`src/rtl/rtc_lock_pkg.sv`:
```
package rtc_lock_pkg;
    localparam int PRE_W  = 2;
    localparam int CTRL_W = PRE_W + 1;
    localparam int SEC_W  = 6;
    localparam int HR_W   = 5;
    localparam int SEC_TOP = 59;
    localparam int MIN_TOP = 59;
    localparam int HR_TOP  = 23;

    typedef struct packed {
        logic [PRE_W-1:0] pre;
        logic             hold;
    } ctrl_t;

    typedef struct packed {
        logic [HR_W-1:0]  hr;
        logic [SEC_W-1:0] min;
        logic [SEC_W-1:0] sec;
        logic [PRE_W-1:0] div;
    } time_t;

    localparam ctrl_t CTRL_RST = '{pre: '0, hold: 1'b1};
endpackage

```
`src/rtl/rtc_host_regs.sv`:
```
module rtc_host_regs
    import rtc_lock_pkg::*;
(
    input  logic              clk,
    input  logic              sys_rst_n,
    input  logic              wr_en,
    input  logic              wr_addr,
    input  logic [CTRL_W-1:0] wr_data,
    output ctrl_t             vis_o
);
    ctrl_t vis_d, vis_q;

    always_comb begin
        vis_d = vis_q;
        if (wr_en && !wr_addr)
            vis_d = ctrl_t'(wr_data);
    end

    always_ff @(posedge clk or negedge sys_rst_n) begin
        if (!sys_rst_n) vis_q <= CTRL_RST;
        else            vis_q <= vis_d;
    end

    assign vis_o = vis_q;

    AST_HOLD_NO_SELF_CLEAR: assert property (@(posedge clk) disable iff (!sys_rst_n)
        (vis_q.hold && !(wr_en && !wr_addr)) |=> vis_q.hold);
endmodule

```
`src/rtl/rtc_retained.sv`:
```
module rtc_retained
    import rtc_lock_pkg::*;
(
    input  logic              clk,
    input  logic              bkp_por_n,
    input  logic              wr_en,
    input  logic              wr_addr,
    input  logic [CTRL_W-1:0] wr_data,
    input  ctrl_t             vis_i,
    output ctrl_t             eff_o,
    output logic              lock_o
);
    typedef struct packed {
        logic  lock;
        ctrl_t eff;
    } ret_t;

    ret_t r_d, r_q;

    always_comb begin
        r_d = r_q;
        // unlocked: track visible copy; this also captures it on a 0->1 lock write
        if (!r_q.lock)
            r_d.eff = vis_i;
        if (wr_en && wr_addr)
            r_d.lock = wr_data[0];
    end

    always_ff @(posedge clk or negedge bkp_por_n) begin
        if (!bkp_por_n) r_q <= '{lock: 1'b0, eff: CTRL_RST};
        else            r_q <= r_d;
    end

    assign eff_o  = r_q.eff;
    assign lock_o = r_q.lock;

    AST_LOCK_RETAINED: assert property (@(posedge clk) disable iff (!bkp_por_n)
        (r_q.lock && !(wr_en && wr_addr && !wr_data[0])) |=> r_q.lock);
    AST_LOCKED_CFG_FROZEN: assert property (@(posedge clk) disable iff (!bkp_por_n)
        r_q.lock |=> $stable(r_q.eff));
endmodule

```
`src/rtl/rtc_time_cnt.sv`:
```
module rtc_time_cnt
    import rtc_lock_pkg::*;
(
    input  logic             clk,
    input  logic             bkp_por_n,
    input  logic             tick,
    input  ctrl_t            eff_i,
    output logic [SEC_W-1:0] sec_o,
    output logic [SEC_W-1:0] min_o,
    output logic [HR_W-1:0]  hr_o
);
    time_t t_d, t_q;

    always_comb begin
        t_d = t_q;
        if (tick && !eff_i.hold) begin
            if (t_q.div >= eff_i.pre) begin
                t_d.div = '0;
                if (t_q.sec == SEC_W'(SEC_TOP)) begin
                    t_d.sec = '0;
                    if (t_q.min == SEC_W'(MIN_TOP)) begin
                        t_d.min = '0;
                        t_d.hr  = (t_q.hr == HR_W'(HR_TOP)) ? '0 : t_q.hr + 1'b1;
                    end else begin
                        t_d.min = t_q.min + 1'b1;
                    end
                end else begin
                    t_d.sec = t_q.sec + 1'b1;
                end
            end else begin
                t_d.div = t_q.div + 1'b1;
            end
        end
    end

    always_ff @(posedge clk or negedge bkp_por_n) begin
        if (!bkp_por_n) t_q <= '0;
        else            t_q <= t_d;
    end

    assign sec_o = t_q.sec;
    assign min_o = t_q.min;
    assign hr_o  = t_q.hr;

    AST_HELD_FROZEN: assert property (@(posedge clk) disable iff (!bkp_por_n)
        eff_i.hold |=> $stable({t_q.hr, t_q.min, t_q.sec}));
    AST_SEC_RANGE: assert property (@(posedge clk) disable iff (!bkp_por_n)
        (t_q.sec <= SEC_W'(SEC_TOP)) && (t_q.min <= SEC_W'(MIN_TOP)));
    AST_HR_RANGE: assert property (@(posedge clk) disable iff (!bkp_por_n)
        t_q.hr <= HR_W'(HR_TOP));
endmodule

```
`src/rtl/rtc_lockctl.sv`:
```
module rtc_lockctl
    import rtc_lock_pkg::*;
(
    input  logic              clk,
    input  logic              sys_rst_n,
    input  logic              bkp_por_n,
    input  logic              wr_en,
    input  logic              wr_addr,
    input  logic [CTRL_W-1:0] wr_data,
    input  logic              rd_addr,
    output logic [CTRL_W-1:0] rd_data,
    input  logic              tick,
    output logic [SEC_W-1:0]  sec,
    output logic [SEC_W-1:0]  min,
    output logic [HR_W-1:0]   hr
);
    ctrl_t vis, eff;
    logic  lock;

    rtc_host_regs u_regs (
        .clk(clk), .sys_rst_n(sys_rst_n), .wr_en(wr_en), .wr_addr(wr_addr),
        .wr_data(wr_data), .vis_o(vis)
    );

    rtc_retained u_ret (
        .clk(clk), .bkp_por_n(bkp_por_n), .wr_en(wr_en), .wr_addr(wr_addr),
        .wr_data(wr_data), .vis_i(vis), .eff_o(eff), .lock_o(lock)
    );

    rtc_time_cnt u_cnt (
        .clk(clk), .bkp_por_n(bkp_por_n), .tick(tick), .eff_i(eff),
        .sec_o(sec), .min_o(min), .hr_o(hr)
    );

    always_comb begin
        rd_data = rd_addr ? {{(CTRL_W-1){1'b0}}, lock} : CTRL_W'(vis);
    end
endmodule

```
`config.mk`:
```
export PLATFORM = sky130hd
export DESIGN_NAME = rtc_lockctl
export DESIGN_NICKNAME = d
export VERILOG_FILES = /design/src/rtl/rtc_lock_pkg.sv /design/src/rtl/rtc_host_regs.sv /design/src/rtl/rtc_retained.sv /design/src/rtl/rtc_time_cnt.sv /design/src/rtl/rtc_lockctl.sv
export SDC_FILE = /design/constraint.sdc
export NUM_CORES = 1
export LEC_CHECK = 0
export ABC_AREA = 1
export CAP_MARGIN = 10
export CORE_MARGIN = 2
export CORE_UTILIZATION = 50
export CTS_BUF_LIST = sky130_fd_sc_hd__clkbuf_2
export DETAILED_ROUTE_END_ITERATION = 8
export PLACE_DENSITY = 0.78
export SETUP_SLACK_MARGIN = 0.2
export SYNTH_ARGS = -nofsm -noshare
export SYNTH_HDL_FRONTEND = slang
export SYNTH_HIERARCHICAL = 1
export SYNTH_SLANG_ARGS = --single-unit
```
`constraint.sdc`:
```
create_clock -name clk -period 1.8 [get_ports clk]
set_clock_uncertainty 0.1 [all_clocks]
set_input_delay 0.27 -clock clk [delete_from_list [all_inputs] [get_ports clk]]
set_output_delay 0.27 -clock clk [all_outputs]
set_load 0.01 [all_outputs]
```
=== Yosys cells after proc, flatten, opt, wreduce, memory -nomap -nowiden ===
Cells that the tools add are included.

* Flip-flop bits (word level): 26
* Output and inout bits: 20
* Logic and storage cells: 30

* Add/subtract/negate cells: 4
* Magnitude comparators: 1
* Equality and inequality tests: 3
* Muxes and demuxes: 5
* Reduce and logical (&&, ||, !) cells: 8

{| class="wikitable"
|+ Operator list
! operator !! number
|-
| adder 6 x 1 -> 6 bit (second input constant) || 2
|-
| equality test 6 bit (second input constant) || 2
|-
| two-way mux 6 bit || 2
|-
| adder 5 x 1 -> 5 bit (second input constant) || 1
|-
| equality test 5 bit (second input constant) || 1
|-
| two-way mux 5 bit || 1
|-
| AND reduction 4 bit || 1
|-
| logical AND 1 bit || 3
|-
| two-way mux 3 bit || 1
|-
| AND reduction 3 bit || 1
|-
| adder 2 x 1 -> 2 bit (second input constant) || 1
|-
| >= comparator 2 bit || 1
|-
| zero test 1 bit || 2
|-
| two-way mux 2 bit || 1
|-
| AND reduction 2 bit || 1
|}

=== Logic depth before layout (Yosys ltp) ===
Gate-level depths: netlist of the first run.

* Depth in word-level cells: 3
* Gate-level depth with buffers: 10
* Depth with buffers taken out: 10

=== Cells and area by module ===
Netlist of the first run, hierarchy kept.

{| class="wikitable"
|+ Modules (own cells, without submodules)
! module !! instances !! cells each !! area an instance (µm²) !! seq. area each (µm²)
|-
| rtc_time_cnt || 1 || 169 || 1295.0 || 475.5
|-
| rtc_retained || 1 || 17 || 155.1 || 101.3
|-
| rtc_host_regs || 1 || 14 || 123.9 || 76.3
|-
| rtc_lockctl || 1 || 8 || 30.0 || 0.0
|}

=== Worst setup path after synthesis of the first run ===
Ideal clock, no wire load.

* Path kind: reg2reg
* Start point: reg u_cnt/t_q[1] in the netlist's numbering
* End point: reg u_cnt.t_q (netlist bit u_cnt/hr_o[0])
* Library setup time: 0.123 ns
* Data arrival time: 1.268 ns
* Data required time: 1.577 ns
* Setup slack: 0.309 ns
* Stages on the path, launching flop included: 8
* Buffers on the path: 1
* Period minus slack after synthesis: 1.491 ns
* Cell sequence: dfrtp_1 > ha_1 > nand2_1 > nand3_1 > nand2_2 > buf_6 > o21ai_0 > nand2_1

* Word-level cells in the longest chain between the ends: 2

{| class="wikitable"
|+ Ends and longest elaborated chain
! item !! line !! text
|-
| from (decl) || rtc_time_cnt.sv:12 || <nowiki>time_t t_d, t_q;</nowiki>
|-
| from (signal assigned) || rtc_time_cnt.sv:38 || <nowiki>else t_q <= t_d;</nowiki>
|-
| >= comparator 2 bit || rtc_time_cnt.sv:17 || <nowiki>if (t_q.div >= eff_i.pre) begin</nowiki>
|-
| AND reduction 4 bit (no source line) || - ||
|}

Every way passes these cells.
A chain may end at the register's enable or synchronous reset.

=== Final worst setup path of the first run ===
* Start point: reg u_cnt/t_q[0] in the netlist's numbering
* End point: reg u_cnt.t_q (netlist bit u_cnt/hr_o[4])

The elaborated chain is that of the path after synthesis.

==> key figures, run 1 <==
Run status
  • Status: finished clean

STA
  • RSZ-0062 raised after global routing: true
  • Fin. max-slew vios: 0
  • Tcrit/Tclk final: between 80 and 90%
  • Final Hold Vio Count: 0
  • Setup TNS: 0 ps
  • Fmax: between 0.6 and 0.7 GHz
  • Max-slew headroom: 80.4%
  • Minimum clock period: 1570 ps
  • Final setup viols: 0
  • Worst-Margin Slew: 295 ps

Clock network
  • CTS buffer count: 3
  • CTS sink count: 26
  • Worst skew pair latency: 370 ps
  • CTS tree: built
  • Clk slew on worst S/H paths: 250 ps
  • H-Tree Depth: 1
  • Clock tree buffer depth: 2
  • CTS Root Cell: clkbuf_2

Finish
  • Most frequent cells in the layout: 62 x nand2_1, 28 x buf_4, 24 x inv_1
  • Layout cells sized above 1: 25.0%
  • ANT cells: 0
  • Fillers: ~250
  • Finished Layout Cells: 300
  • Area grow syn2layout: 32.8%
  • Commonest non-fill, non-tap cell in the layout: nand2_1
  • Design area: 0.00213 mm²
  • NumNets Final: roughly 270

Setup path
  • Worst-path cell chain: inv_1 > ha_1 > nand2_1 > nand3_2 > nand2_4 > buf_6 > nor2_4 > nand2_1 > nand2_1
  • CP Launch Type: flop
  • Crit path top cell by count: nand2_1
  • Worst EP required: about 2000 ps
  • CP Class: reg2reg
  • Crit path largest cell delay: 420 ps
  • Critical Path Slowest Stage Cell: dfrtp_1
  • CP arrival: 1780 ps
  • Worst Path Buf+Inv: 2
  • Worst Setup End Kind: flop
  • Worst Setup SP: u_cnt/t_q[0]
  • CP delay by family, top: simple AND/OR/NAND/NOR gates
  • R2r startpoint: u_cnt/t_q[0]
  • Crit path max fanout: 5

Floorplan
  • IO Count: 30
  • Die X: 60.6 µm
  • Die area: ~0.0037 mm²
  • Die Span Y: 60.6 µm
  • Row Count: 20
  • Initial Util: 52.5%
  • Core Footprint: 0.00305 mm²

Power and ir drop
  • Peak supply drop: 632 µV
  • Leak pwr: between 0.001 and 0.0015 µW
  • Pwr/cell area: 867 mW/mm²

Global routing
  • Largest net degree at the start of global routing: 24
  • Initial antenna violation count: 0
  • GRT Overall Usage: 19.1%
  • Vias in the first global route: 1208
  • First-pass GRT wire length: a little over 5000 µm
  • Total global routing overflow: 0

Job
  • Max-cap violations: 0

Route
  • DRT Pass-1 Iters: 4
  • DR vias: 1391
  • Number of routed nets with antenna violations: 0
  • DRC errors left: 0
  • Via density: between 4 and 5
  • DRT iter0 DRCs: 50
  • Final wirelength: 3180 µm
  • Routed wire per std cell: 10.6 µm

Synth
  • Netlist cell types: 27
  • Syn Std Cell Area: between 0.0015 and 0.002 mm²
  • Post-Synthesis Cells: 208
  • Synth Area per Inst: 7.71 µm²
  • Yosys warnings: 6
  • Syn Nets: 223
  • Sequential cell area fraction in the yosys report: 40.7%
  • Synthesized flop and latch total: 26

Placed design
  • IO buf count: 29
  • Detailed placement HPWL: 2070 µm
  • # placed instances: 267
  • Placed cell area: 0.00184 mm²
  • Placer Congestion: 0.771

Worst hold path
  • Hold Path Class: in2async
state kept, by name, summed over array words and instances (netlist names):
signal and flops:
u_cnt/min_o 6, u_ret/eff_o 3, u_cnt/t_q 2, u_cnt/sec_o 6
u_regs/vis_o 3, u_cnt/hr_o 5, u_ret/lock_o 1
Yosys cell counts, drive strengths merged:
cell type | number | area share [%]
nor3b | 1 | 0.47
o21bai | 1 | 0.47
nand2 | 70 | 17
nand4 | 1 | 0.39
buf | 18 | 8.7
nand3b | 1 | 0.47
dfrtp | 24 | 37
dfstp | 2 | 3.3
xnor2 | 1 | 0.55
xor2 | 4 | 2.2
nor2 | 19 | 7.3
o21ai | 12 | 3.7
nand3 | 18 | 5.9
o21a | 1 | 0.47
inv | 28 | 6.7
a21oi | 1 | 0.31
ha | 5 | 3.9
nor3 | 1 | 0.31
per-layer routing:
metal | track usage, % | share of wire, % | up-vias | routed length, µm
met3 | 2.56 | 2.8 | 5 | 88
met1 | 25.0 | 47 | 626 | 1490
met2 | 31.2 | 49 | 28 | 1540
met5 | 0 | 0 | - | 0
met4 | 9.32 | 1.9 | 0 | 59
li1 | - | - | 732 | -
power by group:
group,internal (µW),switching [µW],leakage (µW),total (µW)
clock,58.6,174,0.0000166,232
sequential,687,75.1,0.000336,762
combinational,426,427,0.000867,853
kinds of logic after synthesis:
| group | Yosys count | share of synthesized area [%] |
|---|---|---|
| and+or+nand+nor | 111 | 32.3 |
| buffers and inverters | 46 | 15.4 |
| DFF | 26 | 40.7 |
| AOI/OAI and AO/OA | 15 | 4.99 |
| adders and majority gates | 5 | 3.90 |
| xor gates and xnor gates | 5 | 2.73 |
final timing paths:
path                                        end  slack (ps)  cells after the start
min in group clk                u_regs/vis_o[1]         340                      3
max in group asynchronous       u_regs/vis_o[0]         870                      2
worst max-delay path              u_cnt/hr_o[4]         230                      9
worst max register to register    u_cnt/hr_o[4]         230                      9
worst min register to register   u_ret/eff_o[0]         410                      2
worst min-delay path             u_cnt/sec_o[0]         100                      2
area by class of cell:
class | count | area [µm²] | area share (%)
clock buffer | 4 | 20.0 | 0.940
inverter | 28 | 113 | 5.28
multi-input combinational | 137 | 771 | 36.2
sequential | 26 | 657 | 30.8
tap | 44 | 55.1 | 2.58
timing repair buffer | 61 | 515 | 24.2
repair_timing:
item,CTS,global route
pin swaps,2,10
endpoints found under the hold margin,2,0
hold buffers,1,0
gates cloned,1,0
resized for setup,25,19
setup buffers,23,4
setup endpoints to repair,28,16
stage by stage:
step	setup WS [ps]	power (µW)	hold WS, ps	util [%]
2_1_floorplan	309	1190	-126	-
4_1_cts	120	1730	101	66.8
5_1_grt	151	1980	127	69.8
3_5_place_dp	-50.9	1370	373	60.3
3_3_place_gp	0.380	1350	367	60.3
6_report	229	1850	104	69.8
No activity file was read; power rests on OpenSTA's default activity.
==> run 2: changes to the inputs <==
--- a/config.mk
+++ b/config.mk
@@ -15,5 +15,4 @@
 export SETUP_SLACK_MARGIN = 0.2
 export SYNTH_ARGS = -nofsm -noshare
 export SYNTH_HDL_FRONTEND = slang
-export SYNTH_HIERARCHICAL = 1
 export SYNTH_SLANG_ARGS = --single-unit
==> run 2 against run 1 <==
Cell count decreased by 8.7%; critical endpoint is now rd_data[0]; global-route usage fell by 0.76 points; sequential share of layout area grew 0.40 points; sequential cell count unchanged; highest routed layer unchanged.
==> key figures, run 2 <==
Floorplan
  • Core Footprint: 0.00300 mm²
  • Die Span Y: 59.6 µm
  • Row Count: 20
  • IO Count: 30
  • Die area: 0.00356 mm²
  • Initial Util: 51.5%
  • Die X: 59.6 µm

Synth
  • Synthesized flop and latch total: 26
  • Yosys top cell by area: dfrtp_1
  • Sequential cell area fraction in the yosys report: 42.2%
  • Synth Area in Simple Gates: between 20 and 30%
  • Post-Synth Adder-Cell Area: 4.04%
  • Async set-reset flop share out of synthesis: 100%
  • Count leader, synth: nand2_1
  • Synth Area per Inst: 8.10 µm²
  • Post-Synthesis Cells: 191
  • XOR/XNOR share of the synthesized area: 3.40%
  • Yosys warnings: 0
  • Top cells by count, synth: 52 x nand2_1, 24 x dfrtp_1, 20 x inv_1, 17 x buf_4, 16 x o21ai_0
  • Top cells by area, synth: dfrtp_1 39%, nand2_1 13%, buf_4 8.2%
  • Syn Std Cell Area: 0.00155 mm²
  • Netlist cell types: 25
  • Post-synthesis mux area share: 0%
  • Largest family of logic cells by synthesized area: simple AND/OR/NAND/NOR gates
  • Synth Area in Compound Gates: 8.25%
  • Post-synth EDFFs: 0
  • Syn Nets: roughly 210
  • Top cell type's share of synthesized area: 38.8%
  • Synth Flop Type: dfrtp_1

Clock network
  • Clk slew on worst S/H paths: 250 ps
  • Clock tree buffer depth: 2
  • CTS Root Cell: clkbuf_2
  • Worst skew pair latency: 350 ps
  • CTS sink count: 26
  • H-Tree Depth: 1
  • CTS tree: built
  • CTS buffer count: 3

Placed design
  • # placed instances: between 200 and 250
  • Placed cell area: between 0.0015 and 0.002 mm²
  • Detailed placement HPWL: 1960 µm
  • IO buf count: 29
  • Placer Congestion: 0.793

STA
  • Minimum clock period: 1590 ps
  • Final setup viols: 0
  • Fin. max-slew vios: 0
  • Final Hold Vio Count: 0
  • Fmax: 0.627 GHz
  • Tcrit/Tclk final: 88.6%
  • Max-slew headroom: 76.0%
  • Setup TNS: 0 ps
  • Worst-Margin Slew: 357 ps
  • RSZ-0062 raised after global routing: true

Run status
  • Status: finished clean

Power and ir drop
  • Peak supply drop: 639 µV
  • Leak pwr: roughly 0.0011 µW
  • Pwr/cell area: 936 mW/mm²

Finish
  • ANT cells: 0
  • NumNets Final: about 260
  • Area grow syn2layout: 35.7%
  • Post-layout util: between 60 and 70%
  • Area of the multi-input gates: roughly 760 µm²
  • Layout cells sized above 1: between 20 and 30%
  • Finished Layout Cells: around 270
  • Commonest non-fill, non-tap cell in the layout: nand2_1
  • Sequential cell area: 656 µm²
  • Most frequent cells in the layout: 50 x nand2_1, 31 x buf_4, 22 x dfrtp_1
  • Design area: 0.00210 mm²
  • Fillers: approximately 250

Setup path
  • Worst EP required: approximately 1400 ps
  • R2r setup slk: 230 ps
  • Worst R2R End: u_cnt.min_o[3]
  • R2R cell count: 8
  • Worst Path Buf+Inv: 2
  • Crit path max fanout: 2
  • Worst-path cell chain: inv_2 > o21ai_1 > buf_2
  • CP arrival: 1220 ps
  • CP Class: reg2out
  • Crit path largest cell delay: 590 ps
  • Critical Path Slowest Stage Cell: dfstp_2
  • Worst Setup End Kind: output port
  • CP Launch Type: flop
  • R2r startpoint: u_cnt.t_q[1]
  • CP delay by family, top: flip-flops

Global routing
  • Vias in the first global route: 1213
  • Largest net degree at the start of global routing: 24
  • First-pass GRT wire length: 5000 µm
  • Initial antenna violation count: 0
  • GRT Overall Usage: 18.3%
  • Total global routing overflow: 0

Route
  • Number of routed nets with antenna violations: 0
  • DRT iter0 DRCs: 66
  • Via density: 5.02
  • Routed wire per std cell: 12.0 µm
  • Final wirelength: 3280 µm
  • DRT Pass-1 Iters: 4
  • DRC errors left: 0
  • DR vias: 1375

Job
  • Max-cap violations: 0

Worst hold path
  • Hold Path Class: in2async
==> run 2: cell types whose count changed in the layout (fill, tap and decap cells not counted), moves of 4 or more <==
cell     previous run  this run
nand3_2             1         6
nor2_1             14        10
nand3_1            16         9
nand2_1            62        50
nand2_2             7         3
inv_1              24        18
==> run 2: cell type report <==
class                   instances  share of cell area (%)
multi-input cells             126                    36.4
repair buffers                 63                    25.3
well taps                      33                    1.97
inverters                      22                    4.17
clock buffers                   4                   0.954
flip-flops and latches         26                    31.2
==> run 2: worst max path at each step <==
stage,startpoint,to,depth (start not counted)
5_1_grt,u_regs.vis_o[0],rd_data[0],3
3_5_place_dp,rd_addr,rd_data[0],3
2_1_floorplan,u_cnt.t_q[1],u_cnt.min_o[3],8
3_3_place_gp,rd_addr,rd_data[0],4
6_report,u_regs.vis_o[0],rd_data[0],3
4_1_cts,u_regs.vis_o[0],rd_data[0],3
==> run 2: what timing repair did <==
item | CTS | global route
pin swaps | 1 | 11
endpoints found under the hold margin | 2 | 0
hold buffers | 1 | 0
gates resized for setup | 26 | 24
buffers inserted | 20 | 9
endpoints found under the setup margin | 25 | 15
==> run 2: cells by family after synthesis <==
family,after synthesis
adder cells (fa/ha/maj),5
AND/OR/NAND/NOR,91
AO/OA/AOI/OAI,24
flip-flops,26
XOR/XNOR,6
buffers and inverters,39
==> run 2: worst reg2reg max path: stages (launching register included) <==
cell and delay, ps:
dfrtp_1 480, ha_4 290, nand2_1 60, nand3_2 90, nand2_4 70, buf_8 130
nor2_8 170, nand3_2 90, nand2_1 70
==> run 2: metal layers <==
layer	vias to the layer above	GRT usage, %	part of all wire [%]
met5	-	0	0
met4	0	6.03	0.40
met3	2	2.84	3.3
met2	31	32.8	53
met1	650	22.3	43
li1	692	-	-
==> run 2: through the flow <==
| step | hold slack, ps | setup slack [ps] | power [µW] |
|---|---|---|---|
| 6_report | 126 | 205 | 1960 |
| 5_1_grt | 119 | 150 | 2100 |
| 4_1_cts | 118 | 29.3 | 1810 |
| 3_5_place_dp | 369 | -40.6 | 1450 |
| 3_3_place_gp | 364 | -13.6 | 1440 |
| 2_1_floorplan | -126 | 297 | 1260 |
==> run 2: power by group <==
group	switching, µW	internal, µW	total (µW)
logic	485	474	959
registers	69.2	702	772
clock network	175	58.6	234
total	729	1230	1960
